`config.mk`:
```
export PLATFORM = sky130hd
export DESIGN_NAME = cdwn_bridge
export DESIGN_NICKNAME = d
export VERILOG_FILES = /design/src/rtl/cdwn_pkg.sv /design/src/rtl/cdwn_fsm.sv /design/src/rtl/cdwn_req_hold.sv /design/src/rtl/cdwn_bridge.sv
export SDC_FILE = /design/constraint.sdc
export NUM_CORES = 1
export LEC_CHECK = 0
export BUFFER_PORTS_ARGS = -buffer_cell sky130_fd_sc_hd__buf_2
export CORE_ASPECT_RATIO = 0.8
export CORE_UTILIZATION = 52
export CTS_CLUSTER_SIZE = 14
export DETAILED_ROUTE_END_ITERATION = 16
export PLACE_DENSITY_LB_ADDON = 0.05
export SYNTH_ARGS = -nofsm -noshare
export SYNTH_HDL_FRONTEND = slang
export SYNTH_SLANG_ARGS = --single-unit
```
`constraint.sdc`:
```
create_clock -name clk -period 1.7 [get_ports clk]
set_input_delay 0.17 -clock clk [delete_from_list [all_inputs] [get_ports clk]]
set_output_delay 0.17 -clock clk [all_outputs]
set_load 0.05 [all_outputs]
```
`src/rtl/cdwn_pkg.sv`:
```
package cdwn_pkg;
  typedef enum logic [2:0] {
    ST_IDLE  = 3'd0,
    ST_RDW   = 3'd1,
    ST_RDONE = 3'd2,
    ST_WRW   = 3'd3,
    ST_WDONE = 3'd4
  } cdwn_state_e;
endpackage

```
`src/rtl/cdwn_fsm.sv`:
```
module cdwn_fsm
  import cdwn_pkg::*;
(
  input  logic        clk,
  input  logic        rst_n,
  input  logic        go,
  input  logic        go_wr,
  input  logic        waitreq,
  output cdwn_state_e state
);
  cdwn_state_e nxt;

  always_comb begin
    nxt = state;
    unique case (state)
      ST_IDLE: if (go) begin
        if (go_wr) nxt = waitreq ? ST_WRW : ST_WDONE;
        else       nxt = waitreq ? ST_RDW : ST_RDONE;
      end
      ST_RDW:  if (!waitreq) nxt = ST_RDONE;
      ST_WRW:  if (!waitreq) nxt = ST_WDONE;
      ST_RDONE, ST_WDONE: nxt = ST_IDLE;
      default: nxt = ST_IDLE;
    endcase
  end

  always_ff @(posedge clk) begin
    if (!rst_n) state <= ST_IDLE;
    else        state <= nxt;
  end
endmodule

```
`src/rtl/cdwn_req_hold.sv`:
```
module cdwn_req_hold #(
  parameter int ADDR_W = 8,
  parameter int DATA_W = 32
) (
  input  logic              clk,
  input  logic              rst_n,
  input  logic              in_idle,
  input  logic              req_rd,
  input  logic              req_wr,
  input  logic [ADDR_W-1:0] req_addr,
  input  logic [DATA_W-1:0] req_wdata,
  output logic              cmd_valid,
  output logic              cmd_wr,
  output logic [ADDR_W-1:0] cmd_addr,
  output logic [DATA_W-1:0] cmd_wdata,
  output logic              pend,
  output logic [ADDR_W-1:0] cur_addr,
  output logic [DATA_W-1:0] cur_wdata
);
  logic              pend_wr;
  logic [ADDR_W-1:0] pend_addr;
  logic [DATA_W-1:0] pend_wdata;
  logic              strobe;

  assign strobe    = req_rd | req_wr;
  assign cmd_valid = pend | strobe;
  assign cmd_wr    = pend ? pend_wr    : req_wr;
  assign cmd_addr  = pend ? pend_addr  : req_addr;
  assign cmd_wdata = pend ? pend_wdata : req_wdata;

  always_ff @(posedge clk) begin
    if (!rst_n) begin
      pend       <= 1'b0;
      pend_wr    <= 1'b0;
      pend_addr  <= '0;
      pend_wdata <= '0;
      cur_addr   <= '0;
      cur_wdata  <= '0;
    end else if (in_idle) begin
      pend <= 1'b0;
      if (cmd_valid) begin
        cur_addr  <= cmd_addr;
        cur_wdata <= cmd_wdata;
      end
    end else if (strobe && !pend) begin
      pend       <= 1'b1;
      pend_wr    <= req_wr;
      pend_addr  <= req_addr;
      pend_wdata <= req_wdata;
    end
  end
endmodule

```
`src/rtl/cdwn_bridge.sv`:
```
module cdwn_bridge
  import cdwn_pkg::*;
#(
  parameter int ADDR_W = 8,
  parameter int DATA_W = 32,
  parameter int CNT_W  = 2
) (
  input  logic              clk,
  input  logic              rst_n,
  input  logic              req_rd,
  input  logic              req_wr,
  input  logic [ADDR_W-1:0] req_addr,
  input  logic [DATA_W-1:0] req_wdata,
  output logic [CNT_W-1:0]  rdy_cnt,
  output logic [DATA_W-1:0] rd_data,
  output logic [ADDR_W-1:0] bus_addr,
  output logic              bus_rd,
  output logic              bus_wr,
  output logic [DATA_W-1:0] bus_wdata,
  input  logic [DATA_W-1:0] bus_rdata,
  input  logic              bus_waitreq
);
  localparam logic [CNT_W-1:0] CNT_BUSY = {CNT_W{1'b1}};

  cdwn_state_e       state;
  logic              in_idle;
  logic              cmd_valid, cmd_wr, pend;
  logic [ADDR_W-1:0] cmd_addr, cur_addr;
  logic [DATA_W-1:0] cmd_wdata, cur_wdata;
  logic              rd_accept;

  assign in_idle = (state == ST_IDLE);

  cdwn_req_hold #(.ADDR_W(ADDR_W), .DATA_W(DATA_W)) u_hold (
    .clk(clk), .rst_n(rst_n), .in_idle(in_idle),
    .req_rd(req_rd), .req_wr(req_wr), .req_addr(req_addr), .req_wdata(req_wdata),
    .cmd_valid(cmd_valid), .cmd_wr(cmd_wr), .cmd_addr(cmd_addr), .cmd_wdata(cmd_wdata),
    .pend(pend), .cur_addr(cur_addr), .cur_wdata(cur_wdata)
  );

  cdwn_fsm u_fsm (
    .clk(clk), .rst_n(rst_n), .go(cmd_valid), .go_wr(cmd_wr),
    .waitreq(bus_waitreq), .state(state)
  );

  always_comb begin
    if (in_idle) begin
      bus_rd    = cmd_valid & ~cmd_wr;
      bus_wr    = cmd_valid &  cmd_wr;
      bus_addr  = cmd_addr;
      bus_wdata = cmd_wdata;
    end else begin
      bus_rd    = (state == ST_RDW);
      bus_wr    = (state == ST_WRW);
      bus_addr  = cur_addr;
      bus_wdata = cur_wdata;
    end
  end

  assign rdy_cnt = (pend || state == ST_RDW || state == ST_WRW) ? CNT_BUSY : '0;

  assign rd_accept = bus_rd & ~bus_waitreq;

  always_ff @(posedge clk) begin
    if (!rst_n)         rd_data <= '0;
    else if (rd_accept) rd_data <= bus_rdata;
  end
endmodule

```
### Word level (Yosys, flattened, before mapping)

Index checks and enable logic that the tools add are counted.

* output and inout bits: 76
* input port bits: 77
* bits in registers: 117

* reduce and logical (&&, ||, !) cells: 9
* multiplexer cells: 15
* bitwise logic cells: 9
* equality and inequality tests: 5

Operators with widths (number)
* $mux W32: 2
* $mux W8: 2
* $mux W3: 5
* $pmux W3 S3: 1
* $mux W2: 2
* $ne A2 B2 Y1 const B: 2
* $not A1 Y1: 4
* $reduce_and A2 Y1: 2
* $and A1 B1 Y1: 3
* $eq A3 B1 Y1 const B: 1
* $eq A3 B2 Y1 const B: 1
* $logic_not A3 Y1: 1
* $mux W1: 3
* $reduce_and A3 Y1: 1
* $logic_or A1 B1 Y1: 2
* $ne A2 B1 Y1 const B: 1
* $or A1 B1 Y1: 2
* $reduce_or A2 Y1: 1
* $logic_and A1 B1 Y1: 1
* $logic_not A1 Y1: 1

### Depth between registers and ports, before layout

Gate-level depths: netlist of run 1.

* depth in word-level cells: 5
* depth in mapped cells: 6
* depth with buffers taken out: 4

### Modules after synthesis

A second synthesis of run 1 with hierarchy kept.

* cells, all modules: 631
* area, all modules: 5748.0 µm²

By module, submodules not included
* cdwn_req_hold: area each 3678.5 µm², instances 1, cells each 418
* cdwn_bridge: area each 1905.6 µm², instances 1, cells each 196
* cdwn_fsm: area each 163.9 µm², instances 1, cells each 17

### Worst setup path before layout of run 1

Ideal clock, no wire load.

* path type: register to output
* start point: reg u_fsm.state[1]
* end point: out bus_wdata[12]
* path buffers: 3
* arrival time: 1.905 ns
* stages on the path, launching flop included: 7
* path slack: -0.375 ns
* cells stage by stage: dfxtp_1 > buf_2 > nor3_4 > buf_2 > buf_2 > nor2_1 > a21oi_1

* cells in the longest elaborated chain, start to end: 2

Ends and longest elaborated chain
* from (decl): RTL line cdwn_fsm.sv:9 `output cdwn_state_e state`
* from (signal assigned): RTL line cdwn_fsm.sv:29 `else state <= nxt;`
* $logic_not A3 Y1: RTL line cdwn_bridge.sv:32 `assign in_idle = (state == ST_IDLE);`
* $mux W32: RTL line cdwn_bridge.sv:47 `if (in_idle) begin`
* to (decl): RTL line cdwn_bridge.sv:19 `output logic [DATA_W-1:0] bus_wdata,`

Every way passes these cells.

### Final worst setup path of run 1

* start point: reg u_hold.pend
* end point: out bus_wdata[8]

* cells in the longest elaborated chain, start to end: 2

Ends and longest elaborated chain
* from (decl): RTL line cdwn_req_hold.sv:16 `output logic pend,`
* from (signal assigned): RTL line cdwn_req_hold.sv:33 `pend <= 1'b0;`
* from (signal assigned): RTL line cdwn_req_hold.sv:40 `pend <= 1'b0;`
* from (signal assigned): RTL line cdwn_req_hold.sv:46 `pend <= 1'b1;`
* $mux W32: RTL line cdwn_req_hold.sv:29 `assign cmd_wdata = pend ? pend_wdata : req_wdata;`
* $mux W32: RTL line cdwn_bridge.sv:47

Every way passes these cells.

==> results of run 1 <==
worst reg2reg max path: cells and delay by family, from the launching register on:
kind,cells,cell delay [ns]
DFF,1,0.38
buffers and inverters,1,0.21
and+or+nand+nor,1,0.52
AOI/OAI and AO/OA,2,0.44
per-layer routing:
metal | part of all wire, % | track usage [%]
met1 | 43 | 32.1
met2 | 51 | 47.5
met3 | 5.5 | 6.77
met4 | 0.78 | 11.3
met5 | 0 | 0
sequential cells by signal, indices dropped and copies added (netlist names):
register           count
u_hold.pend_wdata     32
u_hold.pend            1
u_hold.pend_wr         1
u_hold.pend_addr       8
u_fsm.state            3
u_hold.cur_addr        8
rd_data               32
u_hold.cur_wdata      32
logic make-up after synthesis:
family          after synthesis
flops                       117
compound gates               90
fa+ha+maj                     1
simple gates                245
buf+inv                      62
mux                         113
layout make-up:
cell class,instances,area share [%]
multi-input combinational,449,39.7
sequential,117,28.3
timing repair buffer,211,23.1
clock buffer,23,6.00
tap,140,2.11
clock inverter,5,0.603
inverter,2,0.0905
synthesized netlist by cell type, drive strengths merged:
cell,number
o311ai,2
mux2,1
clkbuf,28
or3,1
buf,32
nor2,44
and2,1
nand2,151
o211a,40
mux2i,112
o311a,1
nand3,40
o31ai,1
nand2b,3
ha,1
nor2b,1
nor3,2
o31a,1
a221oi,2
nand3b,1
inv,2
nor3b,1
a21oi,43
dfxtp,117
how the worst min path moves through the flow:
| stage | start | end | slack [ns] |
|---|---|---|---|
| finish | bus_rdata[9] | rd_data[9]$_SDFFE_PN0P_ | 0.01 |
| global route | bus_rdata[16] | rd_data[16]$_SDFFE_PN0P_ | 0.004 |
| CTS | bus_waitreq | u_fsm.state[0]$_SDFFE_PN0P_ | 0.004 |
| detailed placement | bus_rdata[9] | rd_data[9]$_SDFFE_PN0P_ | 0.43 |
| global placement | bus_rdata[15] | rd_data[15]$_SDFFE_PN0P_ | 0.42 |
| floorplan | bus_waitreq | u_fsm.state[2]$_SDFFE_PN0P_ | 0.28 |
through the flow:
stage / utilization [%] / TNS [ns] / hold WS, ns / instances
floorplan: - / -0.0717 / 0.281 / 628
CTS: 78.3 / -6.32 / 0.00430 / 938
finish: 80.7 / -6.93 / 0.0102 / 947
detailed placement: 65.5 / 0 / 0.427 / 885
global route: 80.7 / -10.23 / 0.00396 / 947
global placement: 65.5 / 0 / 0.416 / 885
power groups by stage:
stage / registers, mW / clock network, mW / logic [mW]
CTS: 3.41 / 3.36 / 5.97
global route: 3.49 / 3.49 / 6.62
finish: 3.45 / 3.32 / 6.32
detailed placement: 3.44 / 0 / 4.76
floorplan: 3.63 / 0 / 3.55
global placement: 3.42 / 0 / 4.69
what timing repair did:
action,CTS,global route
resized for setup,127,36
pin swaps,1,2
endpoints found under the setup margin,42,65
buffers inserted,20,6
hold endpoints to repair,0,0
gates cloned,5,3
==> impl_results.md, run 1 <==
* CP delay by family, top: buffers and inverters
* Initial DRC count at 277
* Filler cells at 636
* Post-synthesis compound-gate area fraction at 12.3%
* Die Ht at 94.0 um
* Syn avg cell area at 8.76 um2
* Row cnt at 33
* Internal Power at 7.99 mW
* Violated checks: negative setup slack
* DRT Wirelength at 15,600 um
* P_sw at 5.10 mW
* Pwr per Cell Area at 1580 nW/um2
* DP Worst Slack at 0.0380 ns
* Netlist Area Pre-Place at 5500 um2
* Crit path launch type: flip-flop
* Warnings, synthesis at 0
* Vias in the first global route at 4,921
* RSZ-0062 raised after global routing: yes
* Initial antenna violation count at 0
* H-tree depth reported by CTS at 4
* R2R cell count at 4
* Reg power frac at 26.3%
* Fin crit share at 113%
* Clock slew at reported path FFs at 0.06 ns
* Seq cells post-synth at 117
* Synthesis-to-layout area growth at 50.8%
* Origin of the critical flop-to-flop path: u_hold.pend$_SDFFE_PP0P_
* Yosys top cell area share at 42.6%
* Worst Setup EP: bus_wdata[8]
* Max Clk Rate at 519 MHz
* Minimum clock period at 1.93 ns
* R2R Path End: u_fsm.state[2]$_SDFFE_PN0P_
* Routability congestion estimate at 0.730
* Worst Path Max Fanout at 9
* Crit-path slowest cell: dfxtp_4
* Critical path data required time at 1.53 ns
* Critical Path Source: u_hold.pend$_SDFFE_PP0P_
* Initial Util at 53.5%
* Mux share of post-synthesis cell area at 20.6%
* Pins Over Slew Limit at 0
* Root Buffer: clkbuf_16
* Hold_buf cts at 0
* Full die area at 11,000 um2
* Post-place instance area at 6740 um2
* WHS Path Cells at 3
* Setup violators final at 42
* Total power at 13.1 mW
* Hold/Removal Path Class: in2reg
* Post-Synth Adder-Cell Area at 0.227%
* Max-Cap Viols at 0
* Crit-path max cell delay at 0.40 ns
* Final HPWL DP at 8890 um
* Clock skew at 0.00786 ns
* GRT Overall Usage at 27.4%
* Area of the multi-input gates at 3300 um2
* Total area of sequential cells at 2350 um2
* Cells along the critical path: buf_12 -> buf_4 -> mux2i_2 -> a21oi_2 -> buf_6
* Worst-Skew Late Latency at 0.41 ns
* Drt first pass iters at 4
* Reg2reg setup slack at 0.02 ns
* Synth unique cells at 28
* Least-Margin Pin Slew at 0.396 ns
* I/O pin cnt at 153
* PnR worst setup slack at -0.228 ns
* CTS tree: yes
* Critical Path Stages at 5
* # clock sinks at 117
* Share of layout cells above drive strength 1 at 39.7%
* Clock Power Share at 25.4%
* Vias at 5,140
* Crit path buf inv count at 3
* Worst EP arrival at 1.76 ns
* Number of diodes at 0
* Global-route wire length before repair at 23,000 um
* Nets at 876
* Avg WL per Cell at 16.5 um
* Synth area leaders: dfxtp_1, mux2i_1, nand2_1
* Cell area after layout at 8300 um2
* Switching fraction of total power at 39.0%
* Xor/xnor cell area share of the yosys netlist at 0%
* Post-synthesis sequential area ratio at 42.6%
* Core region area at 10,300 um2
* VDD IR-drop max at 1.30 mV
* Most common cell after layout, fill and taps aside: nand2_1
* Post-synthesis net count at 706
* Logic pwr share at 48.3%
* Largest family of logic cells by synthesized area: multiplexers
* Worst rel slew slack at 72.9%
* Port-buffer cells at 152
* DIE WIDTH at 117 um
* Leakage at 3.87 nW
* Bufs on Longest Clock Path at 2
* Mapped Cells at 628
* Commonest non-fill, non-tap cells in the layout: nand2_1, dfxtp_1, buf_2
* Simple-gate portion of the synthesized area at 18.3%
* Biggest area consumer among synthesized cells: dfxtp_1
* Status: finished with violations
* Drt drc at 0
* CP endpoint kind: output port
* ANT nets after route at 0
* Cts bufs inserted at 17
* Largest net degree at the start of global routing at 59
* Kind of critical path: reg2out
* Vias per inst at 5.43
* Final number of hold-violating endpoints at 0
* Gr ovfl total at 0
Power figures use the tool's default switching activity.
==> inputs of run 2 (changes only) <==
- CORE_UTILIZATION: 52 -> 53
- SYNTH_HIERARCHICAL: default -> 1
==> impl_results.md, run 2 <==
* Gr ovfl total at 0 (unchanged)
* Final HPWL DP at 9330 um (+5.0%)
* Clock slew at reported path FFs at 0.05 ns (about the same)
* Biggest area consumer among synthesized cells: dfxtp_1
* Root Buffer: clkbuf_16
* Mapped Cells at 631 (+0.48%)
* Clock skew at 0.00494 ns (-0.00292 ns)
* Worst Path Max Fanout at 21 (+12)
* VDD IR-drop max at 1.05 mV (-19%)
* Worst Min Path Start: bus_rdata[26]
* Pins Over Slew Limit at 0 (unchanged)
* Violated checks: negative setup slack
* Least-Margin Pin Slew at 0.561 ns (+0.165 ns)
* RSZ-0062 raised after global routing: yes
* Global-route wire length before repair at 23,500 um (+2.2%)
* Vias per inst at 5.60 (+3.1%)
* Dominant synthesized flop cell: dfxtp_1
* Post-synthesis sequential area ratio at 40.7% (-1.8 points)
* Initial Util at 55.2% (+1.7 points)
* Number of diodes at 0 (unchanged)
* Netlist Area Pre-Place at 5750 um2 (+4.5%)
* Post-synthesis net count at 709 (+0.42%)
* Status: finished with violations
* Largest net degree at the start of global routing at 60 (+1.7%)
* Initial DRC count at 424 (+53%)
* Worst rel slew slack at 62.6% (-10 points)
* Core region area at 10,400 um2 (+1.2%)
* Critical Path Source: u_hold/pend$_SDFFE_PP0P_
* Avg WL per Cell at 17.5 um (+6.0%)
* Final hold slack at 0.00599 ns (-0.00416 ns)
* Port-buffer cells at 152 (unchanged)
* Commonest non-fill, non-tap cells in the layout: dfxtp_1, buf_2, nand2_1
* Yosys top cell area share at 40.7% (-1.8 points)
* Crit path buf inv count at 2 (-1)
* Critical path data required time at 1.53 ns (about the same)
* Drt first pass iters at 5 (+1)
* ANT nets after route at 0 (unchanged)
* Kind of critical path: reg2out
* Die Ht at 95.1 um (+1.2%)
* Crit path launch type: flip-flop
* Worst-Skew Late Latency at 0.41 ns (about the same)
* Most frequent cell after synthesis: dfxtp_1
* Post-layout util at 79.4% (-1.3 points)
* Largest regs: rd_data: 32 flops, u_hold/cur_wdata: 32 flops, u_hold/pend_wdata: 32 flops
* Row cnt at 33 (unchanged)
* DRT Wirelength at 16,600 um (+6.5%)
* Origin of the critical flop-to-flop path: u_fsm/state[2]$_SDFFE_PN0P_
* CP endpoint kind: output port
* PnR worst setup slack at -0.304 ns (-0.0758 ns)
* Fin crit share at 118% (+4.5 points)
* Synthesis-to-layout area growth at 43.8%
* Routability congestion estimate at 0.792 (+8.5%)
* Bufs on Longest Clock Path at 2 (unchanged)
* Setup violators final at 72 (+71%)
* Synth unique cells at 37 (+32%)
* Full die area at 11,300 um2 (+2.4%)
* Cts bufs inserted at 17 (unchanged)
* Syn avg cell area at 9.11 um2 (+4.0%)
* Leakage at 3.56 nW (-8.0%)
* Warnings, synthesis at 6 (+6)
* CTS tree: yes
* Final number of hold-violating endpoints at 0 (unchanged)
* Cells along the critical path: buf_12 -> mux2_2 -> mux2_4 -> buf_8
* # clock sinks at 117 (unchanged)
* Minimum clock period at 2.00 ns (+0.0758 ns)
* Vias at 5,327 (+3.6%)
* Seq cells post-synth at 117 (unchanged)
* DIE WIDTH at 118 um (+1.2%)
* Most instantiated cells after synthesis: dfxtp_1, nand2_1, nand3_1
* I/O pin cnt at 153 (unchanged)
* Hold/Removal Path Class: in2reg
* Asr flop ratio synth at 0% (unchanged)
* H-tree depth reported by CTS at 4 (unchanged)
* Post-synth EDFFs at 0 (unchanged)
* Crit-path slowest cell: dfxtp_4
* Share of layout cells above drive strength 1 at 39.2% (-0.49 points)
* Max Clk Rate at 499 MHz (-3.8%)
* Initial antenna violation count at 0 (unchanged)
* GRT Overall Usage at 26.9% (-0.46 points)
* Pwr per Cell Area at 1420 nW/um2 (-10%)
* Crit-path max cell delay at 0.40 ns (about the same)
* Area of the multi-input gates at 3180 um2 (-3.6%)
* Worst EP arrival at 1.83 ns (+0.07 ns)
* Nets at 877 (+0.11%)
* Synth area leaders: dfxtp_1, mux2_2, nand3_1
* Filler cells at 705 (+11%)
* CP delay by family, top: multiplexers
* Most common cell after layout, fill and taps aside: dfxtp_1
* Total area of sequential cells at 2350 um2 (-0.11%)
* Vias in the first global route at 4,727 (-3.9%)
* Drt drc at 0 (unchanged)
* Max-Cap Viols at 0 (unchanged)
==> run 2: cell families after synthesis <==
family / Yosys count / synth area share [%]
mux: 113 / 21.4
buf+inv: 65 / 7.92
simple gates: 204 / 16.0
compound gates: 131 / 13.6
flops: 117 / 40.7
fa+ha+maj: 1 / 0.218
==> run 2: path summary, 6_finish.rpt <==
| kind | endpoint | slack (ns) | cells after the start |
|---|---|---|---|
| worst max register to register | u_hold/cur_addr[1]$_SDFFE_PN0P_ | -0.03 | 8 |
| worst min-delay path | rd_data[26]$_SDFFE_PN0P_ | 0.006 | 3 |
| worst max-delay path | bus_wdata[0] | -0.30 | 4 |
| worst min register to register | u_hold/cur_wdata[31]$_SDFFE_PN0P_ | 0.44 | 2 |
==> run 2: worst reg2reg max path, delay by kind of cell (launching register included) <==
family                 cells  cell delay (ns)
buffers and inverters      4             0.68
AO/OA/AOI/OAI              2             0.34
flip-flops                 1             0.33
AND/OR/NAND/NOR            2             0.32
==> run 2: area by class of cell <==
class / count / area share (%)
multi-input combinational: 450 / 38.5
clock inverter: 10 / 1.85
sequential: 117 / 28.4
inverter: 5 / 0.227
tap: 140 / 2.12
clock buffer: 22 / 5.62
timing repair buffer: 208 / 23.3
==> run 2: metal layers <==
metal / part of all wire, % / wire length [um] / vias to the layer above / GRT usage, %
li1: - / - / 2541 / -
met1: 45 / 7520 / 2548 / 34.7
met2: 48 / 7950 / 213 / 44.5
met3: 5.5 / 922 / 25 / 6.82
met4: 1.3 / 212 / 0 / 8.65
met5: 0 / 0 / - / 0
==> run 2: power breakdown <==
part | internal (mW) | switching (mW) | total, mW
Combinational | 2.04 | 2.67 | 4.72
Sequential | 3.08 | 0.183 | 3.27
Clock | 2.51 | 1.23 | 3.74
Total | 7.64 | 4.08 | 11.7
==> run 2: what timing repair did <==
action                                 CTS  global route
buffers inserted                         3             3
setup endpoints to repair               42           125
hold buffers                            17             0
gates resized for setup                142            19
gates cloned                             2             9
pin swaps                                1             4
endpoints found under the hold margin   17             0
==> run 2: per-stage QoR <==
stage	instance area (um2)	setup slack [ns]	std cells	power [mW]	TNS (ns)
after global routing	8260	-0.356	952	12.1	-19.24
final	8260	-0.304	952	11.7	-10.94
after detailed placement	6640	0.0810	887	6.83	0
after global placement	6640	0.103	887	6.76	0
after CTS	7980	-0.286	941	11.4	-10.92
after floorplan	5760	0.0175	631	6.06	0
